[src/rtl/adc_scan_pkg.sv]
package adc_scan_pkg;

    localparam int NUM_CH  = 4;
    localparam int CH_W    = 2;
    localparam int DATA_W  = 8;
    localparam int CMD_W   = 8;
    localparam int ADDR_LSB = 3;   // channel field position in the command
    localparam int CONV_CLKS = 16;
    localparam int CAP_FIRST = 5;  // first rising edge carrying a result bit
    localparam int CAP_LAST  = CAP_FIRST + DATA_W - 1;

    typedef enum logic [2:0] {
        S_IDLE,
        S_SETUP,
        S_LOW,
        S_HIGH,
        S_GAP
    } scan_state_t;

    // Next enabled channel after cur, ascending with wrap; empty mask = all.
    function automatic logic [CH_W-1:0] next_chan(input logic [CH_W-1:0] cur,
                                                   input logic [NUM_CH-1:0] mask);
        logic [NUM_CH-1:0] eff;
        logic [CH_W-1:0]   res;
        logic [CH_W-1:0]   cand;
        logic              found;
        eff   = (mask == '0) ? '1 : mask;
        res   = cur;
        found = 1'b0;
        for (int i = 1; i <= NUM_CH; i++) begin
            cand = CH_W'((int'(cur) + i) % NUM_CH);
            if (!found && eff[cand]) begin
                res   = cand;
                found = 1'b1;
            end
        end
        return res;
    endfunction

endpackage

[src/rtl/adc_scan_tick.sv]
module adc_scan_tick #(
    parameter int HALF_DIV = 4
) (
    input  logic clk,
    input  logic rst_n,
    input  logic run,
    output logic tick
);
    localparam int CW = (HALF_DIV > 1) ? $clog2(HALF_DIV) : 1;

    logic [CW-1:0] cnt;

    assign tick = run && (cnt == CW'(HALF_DIV - 1));

    always_ff @(posedge clk) begin
        if (!rst_n || !run || tick) begin
            cnt <= '0;
        end else begin
            cnt <= cnt + 1'b1;
        end
    end
endmodule

[src/rtl/adc_scan_seq.sv]
module adc_scan_seq
    import adc_scan_pkg::*;
(
    input  logic              clk,
    input  logic              rst_n,
    input  logic              adv,
    input  logic [NUM_CH-1:0] chan_mask,
    output logic [CH_W-1:0]   cur_ch,
    output logic [CH_W-1:0]   req_ch
);
    logic first;

    always_ff @(posedge clk) begin
        if (!rst_n) begin
            cur_ch <= '0;
            req_ch <= CH_W'(NUM_CH - 1);
            first  <= 1'b1;
        end else if (adv) begin
            if (!first) begin
                cur_ch <= req_ch;
            end
            req_ch <= next_chan(req_ch, chan_mask);
            first  <= 1'b0;
        end
    end
endmodule

[src/rtl/adc_scan_rx.sv]
module adc_scan_rx
    import adc_scan_pkg::*;
(
    input  logic              clk,
    input  logic              rst_n,
    input  logic              shift_en,
    input  logic              done,
    input  logic              miso,
    input  logic [CH_W-1:0]   tag_in,
    output logic [DATA_W-1:0] sample_data,
    output logic [CH_W-1:0]   sample_ch,
    output logic              sample_vld
);
    logic [DATA_W-1:0] sh;

    always_ff @(posedge clk) begin
        if (!rst_n) begin
            sh          <= '0;
            sample_data <= '0;
            sample_ch   <= '0;
            sample_vld  <= 1'b0;
        end else begin
            sample_vld <= 1'b0;
            if (shift_en) begin
                sh <= {sh[DATA_W-2:0], miso};
                if (done) begin
                    sample_data <= {sh[DATA_W-2:0], miso};
                    sample_ch   <= tag_in;
                    sample_vld  <= 1'b1;
                end
            end
        end
    end
endmodule

[src/rtl/adc_scan_ctrl.sv]
module adc_scan_ctrl
    import adc_scan_pkg::*;
#(
    parameter int HALF_DIV       = 4,
    parameter int CONV_PER_FRAME = 4
) (
    input  logic              clk,
    input  logic              rst_n,
    input  logic              scan_en,
    input  logic              multi_conv,
    input  logic [NUM_CH-1:0] chan_mask,
    output logic              adc_cs_n,
    output logic              adc_sclk,
    output logic              adc_mosi,
    input  logic              adc_miso,
    output logic [DATA_W-1:0] sample_data,
    output logic [CH_W-1:0]   sample_ch,
    output logic              sample_vld
);
    localparam int CNW = $clog2(CONV_PER_FRAME + 1);
    localparam int KW  = $clog2(CONV_CLKS + 1);

    scan_state_t      state, state_d;
    logic [KW-1:0]    clk_no;
    logic [CNW-1:0]   conv_no;
    logic [CNW-1:0]   last_conv;
    logic [KW-1:0]    n_next;
    logic             tick, adv, rise, capture, done;
    logic [CH_W-1:0]  cur_ch, req_ch;
    logic [CMD_W-1:0] cmd;

    assign last_conv = multi_conv ? CNW'(CONV_PER_FRAME - 1) : '0;
    assign n_next    = (clk_no == KW'(CONV_CLKS)) ? KW'(1) : clk_no + 1'b1;
    assign rise      = (state == S_LOW) && tick;
    assign capture   = rise && (clk_no >= KW'(CAP_FIRST)) && (clk_no <= KW'(CAP_LAST));
    assign done      = rise && (clk_no == KW'(CAP_LAST));

    always_comb begin
        cmd = '0;
        cmd[ADDR_LSB +: CH_W] = req_ch;
    end

    adc_scan_tick #(.HALF_DIV(HALF_DIV)) u_tick (
        .clk  (clk),
        .rst_n(rst_n),
        .run  (state != S_IDLE),
        .tick (tick)
    );

    adc_scan_seq u_seq (
        .clk      (clk),
        .rst_n    (rst_n),
        .adv      (adv),
        .chan_mask(chan_mask),
        .cur_ch   (cur_ch),
        .req_ch   (req_ch)
    );

    adc_scan_rx u_rx (
        .clk        (clk),
        .rst_n      (rst_n),
        .shift_en   (capture),
        .done       (done),
        .miso       (adc_miso),
        .tag_in     (cur_ch),
        .sample_data(sample_data),
        .sample_ch  (sample_ch),
        .sample_vld (sample_vld)
    );

    // next-state logic
    always_comb begin
        state_d = state;
        adv     = 1'b0;
        unique case (state)
            S_IDLE: begin
                if (scan_en) begin
                    state_d = S_SETUP;
                    adv     = 1'b1;
                end
            end
            S_SETUP: if (tick) state_d = S_LOW;
            S_LOW:   if (tick) state_d = S_HIGH;
            S_HIGH: begin
                if (tick) begin
                    if (clk_no != KW'(CONV_CLKS)) begin
                        state_d = S_LOW;
                    end else if (conv_no == last_conv) begin
                        state_d = S_GAP;
                    end else begin
                        state_d = S_LOW;
                        adv     = 1'b1;
                    end
                end
            end
            S_GAP:   if (tick) state_d = S_IDLE;
            default: state_d = S_IDLE;
        endcase
    end

    // state register and counters
    always_ff @(posedge clk) begin
        if (!rst_n) begin
            state   <= S_IDLE;
            clk_no  <= '0;
            conv_no <= '0;
        end else begin
            state <= state_d;
            if (state == S_IDLE) begin
                clk_no  <= '0;
                conv_no <= '0;
            end else begin
                if (state_d == S_LOW && state != S_LOW) clk_no <= n_next;
                if (adv) conv_no <= conv_no + 1'b1;
            end
        end
    end

    // registered pin outputs
    always_ff @(posedge clk) begin
        if (!rst_n) begin
            adc_cs_n <= 1'b1;
            adc_sclk <= 1'b1;
            adc_mosi <= 1'b0;
        end else begin
            adc_cs_n <= (state_d == S_IDLE) || (state_d == S_GAP);
            adc_sclk <= (state_d != S_LOW);
            if (state_d == S_IDLE || state_d == S_GAP) begin
                adc_mosi <= 1'b0;
            end else if (state_d == S_LOW && state != S_LOW) begin
                adc_mosi <= (n_next <= KW'(CMD_W)) ? cmd[3'(KW'(CMD_W) - n_next)] : 1'b0;
            end
        end
    end
endmodule

[config.mk]
export PLATFORM = sky130hd
export DESIGN_NAME = adc_scan_ctrl
export DESIGN_NICKNAME = d
export VERILOG_FILES = /design/src/rtl/adc_scan_pkg.sv /design/src/rtl/adc_scan_tick.sv /design/src/rtl/adc_scan_seq.sv /design/src/rtl/adc_scan_rx.sv /design/src/rtl/adc_scan_ctrl.sv
export SDC_FILE = /design/constraint.sdc
export NUM_CORES = 1
export LEC_CHECK = 0
export ABC_AREA = 1
export BUFFER_PORTS_ARGS = -buffer_cell sky130_fd_sc_hd__buf_4
export CORE_ASPECT_RATIO = 1.1
export CORE_MARGIN = 1.5
export CORE_UTILIZATION = 30
export CTS_BUF_LIST = sky130_fd_sc_hd__clkbuf_4
export DETAILED_ROUTE_END_ITERATION = 7
export GPL_TIMING_DRIVEN = 0
export PLACE_DENSITY_LB_ADDON = 0.1
export SYNTH_ARGS = -nofsm -noshare
export SYNTH_HDL_FRONTEND = slang
export SYNTH_SLANG_ARGS = --single-unit
[constraint.sdc]
create_clock -name clk -period 1.7 [get_ports clk]
set_clock_uncertainty 0.1 [all_clocks]
set_input_delay 0.255 -clock clk [delete_from_list [all_inputs] [get_ports clk]]
set_output_delay 0.255 -clock clk [all_outputs]
set_load 0.02 [all_outputs]
# Yosys cells after proc, flatten, opt, wreduce, memory -nomap -nowiden
# Cells that the tools add are included.
dict set report word_totals {
  regBits 39
  input_bits 9
  out_inout_bits 14
  word_cells 114
}
dict set report op_classes {
  addsub 8
  order_cmp 8
  n_eq_ne 13
  muxes 41
  bitwise_logic 2
  n_reduce_logical 28
}
# operator n
set op_table {}
lappend op_table {{$mux 3} 7}
lappend op_table {{$mux 1} 20}
lappend op_table {{$pmux 3 s5} 1}
lappend op_table {{$lt 2x3->1 const B} 4}
lappend op_table {{$le 5x4->1 const B} 2}
lappend op_table {{$mux 2} 5}
lappend op_table {{$eq 3x2->1 const B} 3}
lappend op_table {{$logic_and 1x1->1} 9}
lappend op_table {{$bmux 1 s2} 4}
lappend op_table {{$reduce_and 2->1} 4}
lappend op_table {{$add 2x1->2 const B} 3}
lappend op_table {{$eq 3x3->1 const B} 2}
lappend op_table {{$logic_not 3->1} 2}
lappend op_table {{$ne 3x2->1 const B} 2}
lappend op_table {{$add 5x1->5 const B} 1}
lappend op_table {{$eq 5x4->1 const B} 1}
lappend op_table {{$eq 5x5->1 const B} 1}
lappend op_table {{$ge 5x3->1 const B} 1}
lappend op_table {{$logic_not 1->1} 5}
lappend op_table {{$mux 5} 1}
lappend op_table {{$ne 5x5->1 const B} 1}
lappend op_table {{$add 2x2->2 const B} 2}
lappend op_table {{$logic_not 4->1} 1}
lappend op_table {{$lt 3x4->1 const B} 1}
lappend op_table {{other kinds (13)} 17}

# Longest topological paths before layout
dict set report logic_depth {
  ltp_word 22
  mapped_depth 12
  depth_no_buf 11
}

# By module
# Synthesis repeated with hierarchy kept, for this count alone.
dict set report hier_totals {
  cells_unflattened 307
  area_unflattened_um2 2057.0
}
# mod instances cells_each area_per_inst_um2 seq_area_each_um2
set by_module_without_submodules {}
lappend by_module_without_submodules {adc_scan_ctrl 1 139 897.1 280.3}
lappend by_module_without_submodules {adc_scan_rx 1 86 656.9 360.3}
lappend by_module_without_submodules {adc_scan_seq 1 72 417.9 100.1}
lappend by_module_without_submodules {adc_scan_tick 1 10 85.1 40.0}

# Worst setup path before layout
# OpenSTA, ideal clock, no wires.
dict set report synth_path {
  kind {reg-to-reg}
  startpoint {reg clk_no[0]}
  endpoint {reg clk_no[2]}
  arrival_time_ns 1.497
  t_required_ns 1.486
  setup_slack_ns -0.011
  path_stages_with_launch 12
  path_buffers 1
  synth_period_minus_slack_ns 1.711
  path_cell_list {dfxtp_1 > inv_1 > ha_1 > nand4_4 > nor2_1 > nand2_1 > nand2_2 > nand2_4 > nand3_2 > buf_6 > a21oi_1 > nor2_1}
}
dict set report synth_between {
  elab_chain_len 6
  word_cells_on_any_way 9
  cone_classes {1 x add/sub; 3 x eq/ne; 4 x mux; 1 x reduce/logical}
}
# element line_no
set synth_lines {}
lappend synth_lines {{start: declaration} adc_scan_ctrl.sv:24} ;# logic [KW-1:0] clk_no;
lappend synth_lines {{start signal: assignment} adc_scan_ctrl.sv:113} ;# if (state_d == S_LOW && state != S_LOW) clk_no <= n_next;
lappend synth_lines {{$ne 5x5->1} adc_scan_ctrl.sv:86} ;# if (clk_no != KW'(CONV_CLKS)) begin
lappend synth_lines {{$mux 3} adc_scan_ctrl.sv:86}
lappend synth_lines {{$mux 3} adc_scan_ctrl.sv:85} ;# if (tick) begin
lappend synth_lines {{$pmux 3 s5} adc_scan_ctrl.sv:75} ;# unique case (state)
lappend synth_lines {{$eq 3x2->1} adc_scan_ctrl.sv:113}
lappend synth_lines {{$logic_and 1x1->1} adc_scan_ctrl.sv:113}
# Parallel ways exist; a longest one is shown, timed or not.
# A chain may end at the register's enable or synchronous reset.

# Final worst setup path
dict set report layout_path {
  startpoint {reg clk_no[1]}
  endpoint {reg u_seq.req_ch[1]}
}
dict set report layout_between {
  elab_chain_len 5
}
# element line_no
set layout_lines {}
lappend layout_lines {{$ne 5x5->1} adc_scan_ctrl.sv:86}
lappend layout_lines {{$mux 1} adc_scan_ctrl.sv:86}
lappend layout_lines {{$mux 1} adc_scan_ctrl.sv:85}
lappend layout_lines {{$pmux 1 s2} adc_scan_ctrl.sv:75}
lappend layout_lines {{$reduce_and 2->1 (no source line)} n/a}
lappend layout_lines {{end signal: assignment} adc_scan_seq.sv:16} ;# req_ch <= CH_W'(NUM_CH - 1);
lappend layout_lines {{end signal: assignment} adc_scan_seq.sv:22} ;# req_ch <= next_chan(req_ch, chan_mask);
lappend layout_lines {{end: declaration} adc_scan_seq.sv:9} ;# output logic [CH_W-1:0] req_ch
# Every way passes these cells.

==> run summary <==
Synthesized area per cell: 7.02 um^2. At the end of the flow the core is filled with cells to 38.8%. The clock passes through at most 2 buffers. The number of failing hold endpoints at the final stage was 0.

The ratio of routed vias to standard cells is 4.51. In the synthesized netlist, the number of instances is 291. The arrival time of the worst setup path is 1.82 ns, and the peak supply drop is 0.000279 V.

The cell sitting at the root of the clock tree is a clkbuf_4. Setup violations remaining at the end of the flow were counted as 0. The logs give 13.1% for the total routing usage reported by global routing and 1863 for the total vias in the final route. In this run the power density over the cells is 757 nW/um^2. The share of the Yosys chip area taken by registers is 38.2%.

TritonCTS built the clock tree. The run finished with clean final reports. The run gives 1602 as the via count of the first global-routing pass.

Once detail routing completed, the nets flagged for antenna violations numbered 0. After synthesis, the share of flip-flops with an asynchronous set or reset is 0%. The die is 89.5 um tall. After detailed routing, the average wire length per cell comes to 10.8 um.

Summing the areas of all xor and xnor instances in the mapped netlist gives 0.858% of the synthesized area. The main combinational cell family by area after synthesis was simple AND/OR/NAND/NOR gates. The area share of and/or/nand/nor cells after synthesis is 38.8%.

Measured against its own limit, the worst slew margin works out to 65.8%. For the post-route met1 wirelength, the log shows 2.18 mm. For this run, the number of Yosys warnings is 0.

For this run, design rule violations remaining after detail routing come to 0. Actual transition at the worst max-transition pin: 0.513 ns. By area the synthesized netlist is led by dfxtp_1, nand2_1, nor2_1, nand3_1, inv_1. The area growth from synthesis to layout is 25.3%. The tightest min-delay check is of the in2reg type. The run gives 0 as the initial antenna violation count. For this run, the leading register cell type out of synthesis is dfxtp_1. The area fraction of the dominant cell type after synthesis is 38.2%.

The worst path uses 97.6% of the clock period. The routed design uses 2.08 mm of met2 wire. The floorplan step set the die width to 81.7 um. Entering global routing, the biggest net connects 14 pins. The biggest area contributor in the post-synthesis netlist is dfxtp_1. In this run the most critical hold path is launched from rst_n.

The routed design uses 135 um of met3 wire. The number of antenna cells inserted was 0. In this run the standard cell core region covers 6590 um^2.

Routability-driven placement finished with a final weighted congestion of 0.839. The flop and latch count out of synthesis is 39, and the compound-gate portion of the synthesized area is 9.87%. The smallest clock period supported by the final layout is computed as 1.66 ns. For this run, the detailed router's first-pass iteration total came to 4.

The startpoint kind of the worst setup timing path is a register. Pin placement for this block handled 23 I/O pins. Walking the worst path, the cells encountered are inv_4 -> ha_4 -> nand4_4 -> nor3_4 -> nand2_2 -> o21ai_4 -> nand2_2 -> a21oi_2 -> nand2_1. Along the worst path, the maximum fanout reaches 7. The detailed router finished its first iteration with 35 violations. In this run the worst setup path begins at clk_no[1].

In this run the static leakage power is 1.22 nW. At the worst endpoint, the required time is 1.86 ns. The final layout net count came out at 344. The insertion delay to the later sink of the worst-skew pair is 0.36 ns, and the register clock-pin slew on the reported worst setup and hold paths is 0.14 ns. The first global-routing pass estimated 7.25 mm of wire. On the critical path, the stage with the largest delay is an instance of dfxtp_4.

In this design, the stage delay of the slowest critical-path cell is 0.39 ns. The cell that appears most often on the critical path is nand2_2. The synthesized netlist occupies a cell area of 2040 um^2.

The floorplan has 31 rows. Broken down by cell family, the worst path's largest delay share belongs to simple AND/OR/NAND/NOR gates. The tools report the type of destination of the critical path as a register.

The share of post-route cells with drive strength above 1 works out to 28.1%. The number of flops mapped to enable cells by yosys is 0. The count of unique library cells instantiated by Yosys was 35.

The number of nets handed over by synthesis was 305. For the starting utilization of the core area, the log shows 31.0%. Detailed placement ended at an HPWL of 3.23 mm. CTS buffer count: 5. The logs give 2 for the maximum level of the CTS H-tree and 1.94 mW for the final total power.

The tool flagged a number of max-cap violations equal to 0. The max-slew violation total from the final report was 0; the mux cell area share after synthesis was 0%. Setup repair after global routing could not meet its margin everywhere. Kind of critical path: reg2reg. In this run the top signal layer used is met4. Derived from the worst setup path, the maximum achievable clock frequency is 0.603 GHz. In this run the critical register-to-register path is launched from clk_no[1].

After global routing the overflow that remains totals 0. The adder-cell share of the synthesized area works out to 3.06%. Count of buffer and inverter cells on the critical path: 1. The clock sink count is 39, and the area of the die is 7310 um^2.

Summed over all layers, the routed wires come to 4.48 mm. The number of buffers added on ports works out to 22.
==> layout by cell type (no fill, tap or decap), types with 8 or more instances in the layout <==
cell type   n
buf_4      32
nor2_1     48
o21ai_0    10
a21oi_1     8
nand3_1    29
nand2_2    12
dfxtp_1    36
inv_1      30
nand2_1    49
==> kinds of logic after synthesis <==
family                   Yosys count
AO/OA/AOI/OAI                     34
flip-flops                        39
AND/OR/NAND/NOR                  165
buffers and inverters             46
adder cells (fa/ha/maj)            5
XOR/XNOR                           2
==> metal layers <==
layer	track usage, %	up-vias
met2	21.2	21
met1	16.8	823
met3	3.06	7
met5	0	-
met4	5.08	0
li1	-	1012
==> final cells by class <==
cell class	count	area, um^2
Timing Repair Buffer	32	243
Clock buffer	5	37.5
Clock inverter	3	43.8
Sequential cell	39	790
Buffer	6	38.8
Fill cell	727	4040
Multi-Input combinational cell	206	1150
Tap cell	82	103
Inverter	40	155
==> Yosys cell counts, drive strengths merged, types with 2 or more instances <==
library cell and number:
buf 4, inv 39, dfxtp 39, nor2 56, ha 5, nand2 64, a21oi 10, nor3 6
xor2 2, clkbuf 2, nand3 32, nand4 4, o21ai 19
==> per-stage QoR <==
stage	cell area (um^2)	TNS, ns	setup slack [ns]	hold slack, ns	std cells
floorplan	2040	0	0.0706	0.258	291
global placement	2310	-2.02	-0.126	0.316	395
detailed placement	2310	-1.94	-0.128	0.320	395
CTS	2440	0	0.00156	0.0548	406
global route	2560	-0.668	-0.0651	0.0526	413
finish	2560	0	0.0411	0.0778	413
==> tightest hold or removal path, cell delays in order <==
cell	delay [ns]
buf_4	0.14
o21ai_1	0.07
nor2_1	0.04
==> report_power, final <==
group          internal, mW  switching, mW
clock network         0.310          0.343
logic                 0.122          0.222
registers             0.931        0.00849
total                  1.36          0.573
==> sequential cells by signal, summed over array words and instances, names as in the netlist <==
signal,count
u_rx.sample_ch,2
u_tick.cnt,2
state,3
u_seq.req_ch,2
u_rx.sample_vld,1
u_seq.cur_ch,2
u_seq.first,1
clk_no,5
conv_no,3
adc_sclk,1
u_rx.sh,7
u_rx.sample_data,8
adc_mosi,1
adc_cs_n,1
==> path summary, 6_finish.rpt <==
path	to	slack [ns]	cells after the start
hold reg to reg	u_rx.sample_data[6]	0.37	2
hold / removal	u_rx.sample_ch[0]	0.08	3
setup / recovery	u_seq.req_ch[1]	0.04	9
setup reg to reg	u_seq.req_ch[1]	0.04	9
==> repair_timing <==
action | in CTS | in global routing
cloned | 0 | 1
setup endpoints to repair | 31 | 22
resized for setup | 8 | 24
setup buffers | 2 | 6
endpoints found under the hold margin | 1 | 0
hold buffers | 1 | 0
pin swaps | 3 | 10
(Power assumes the default switching activity.)
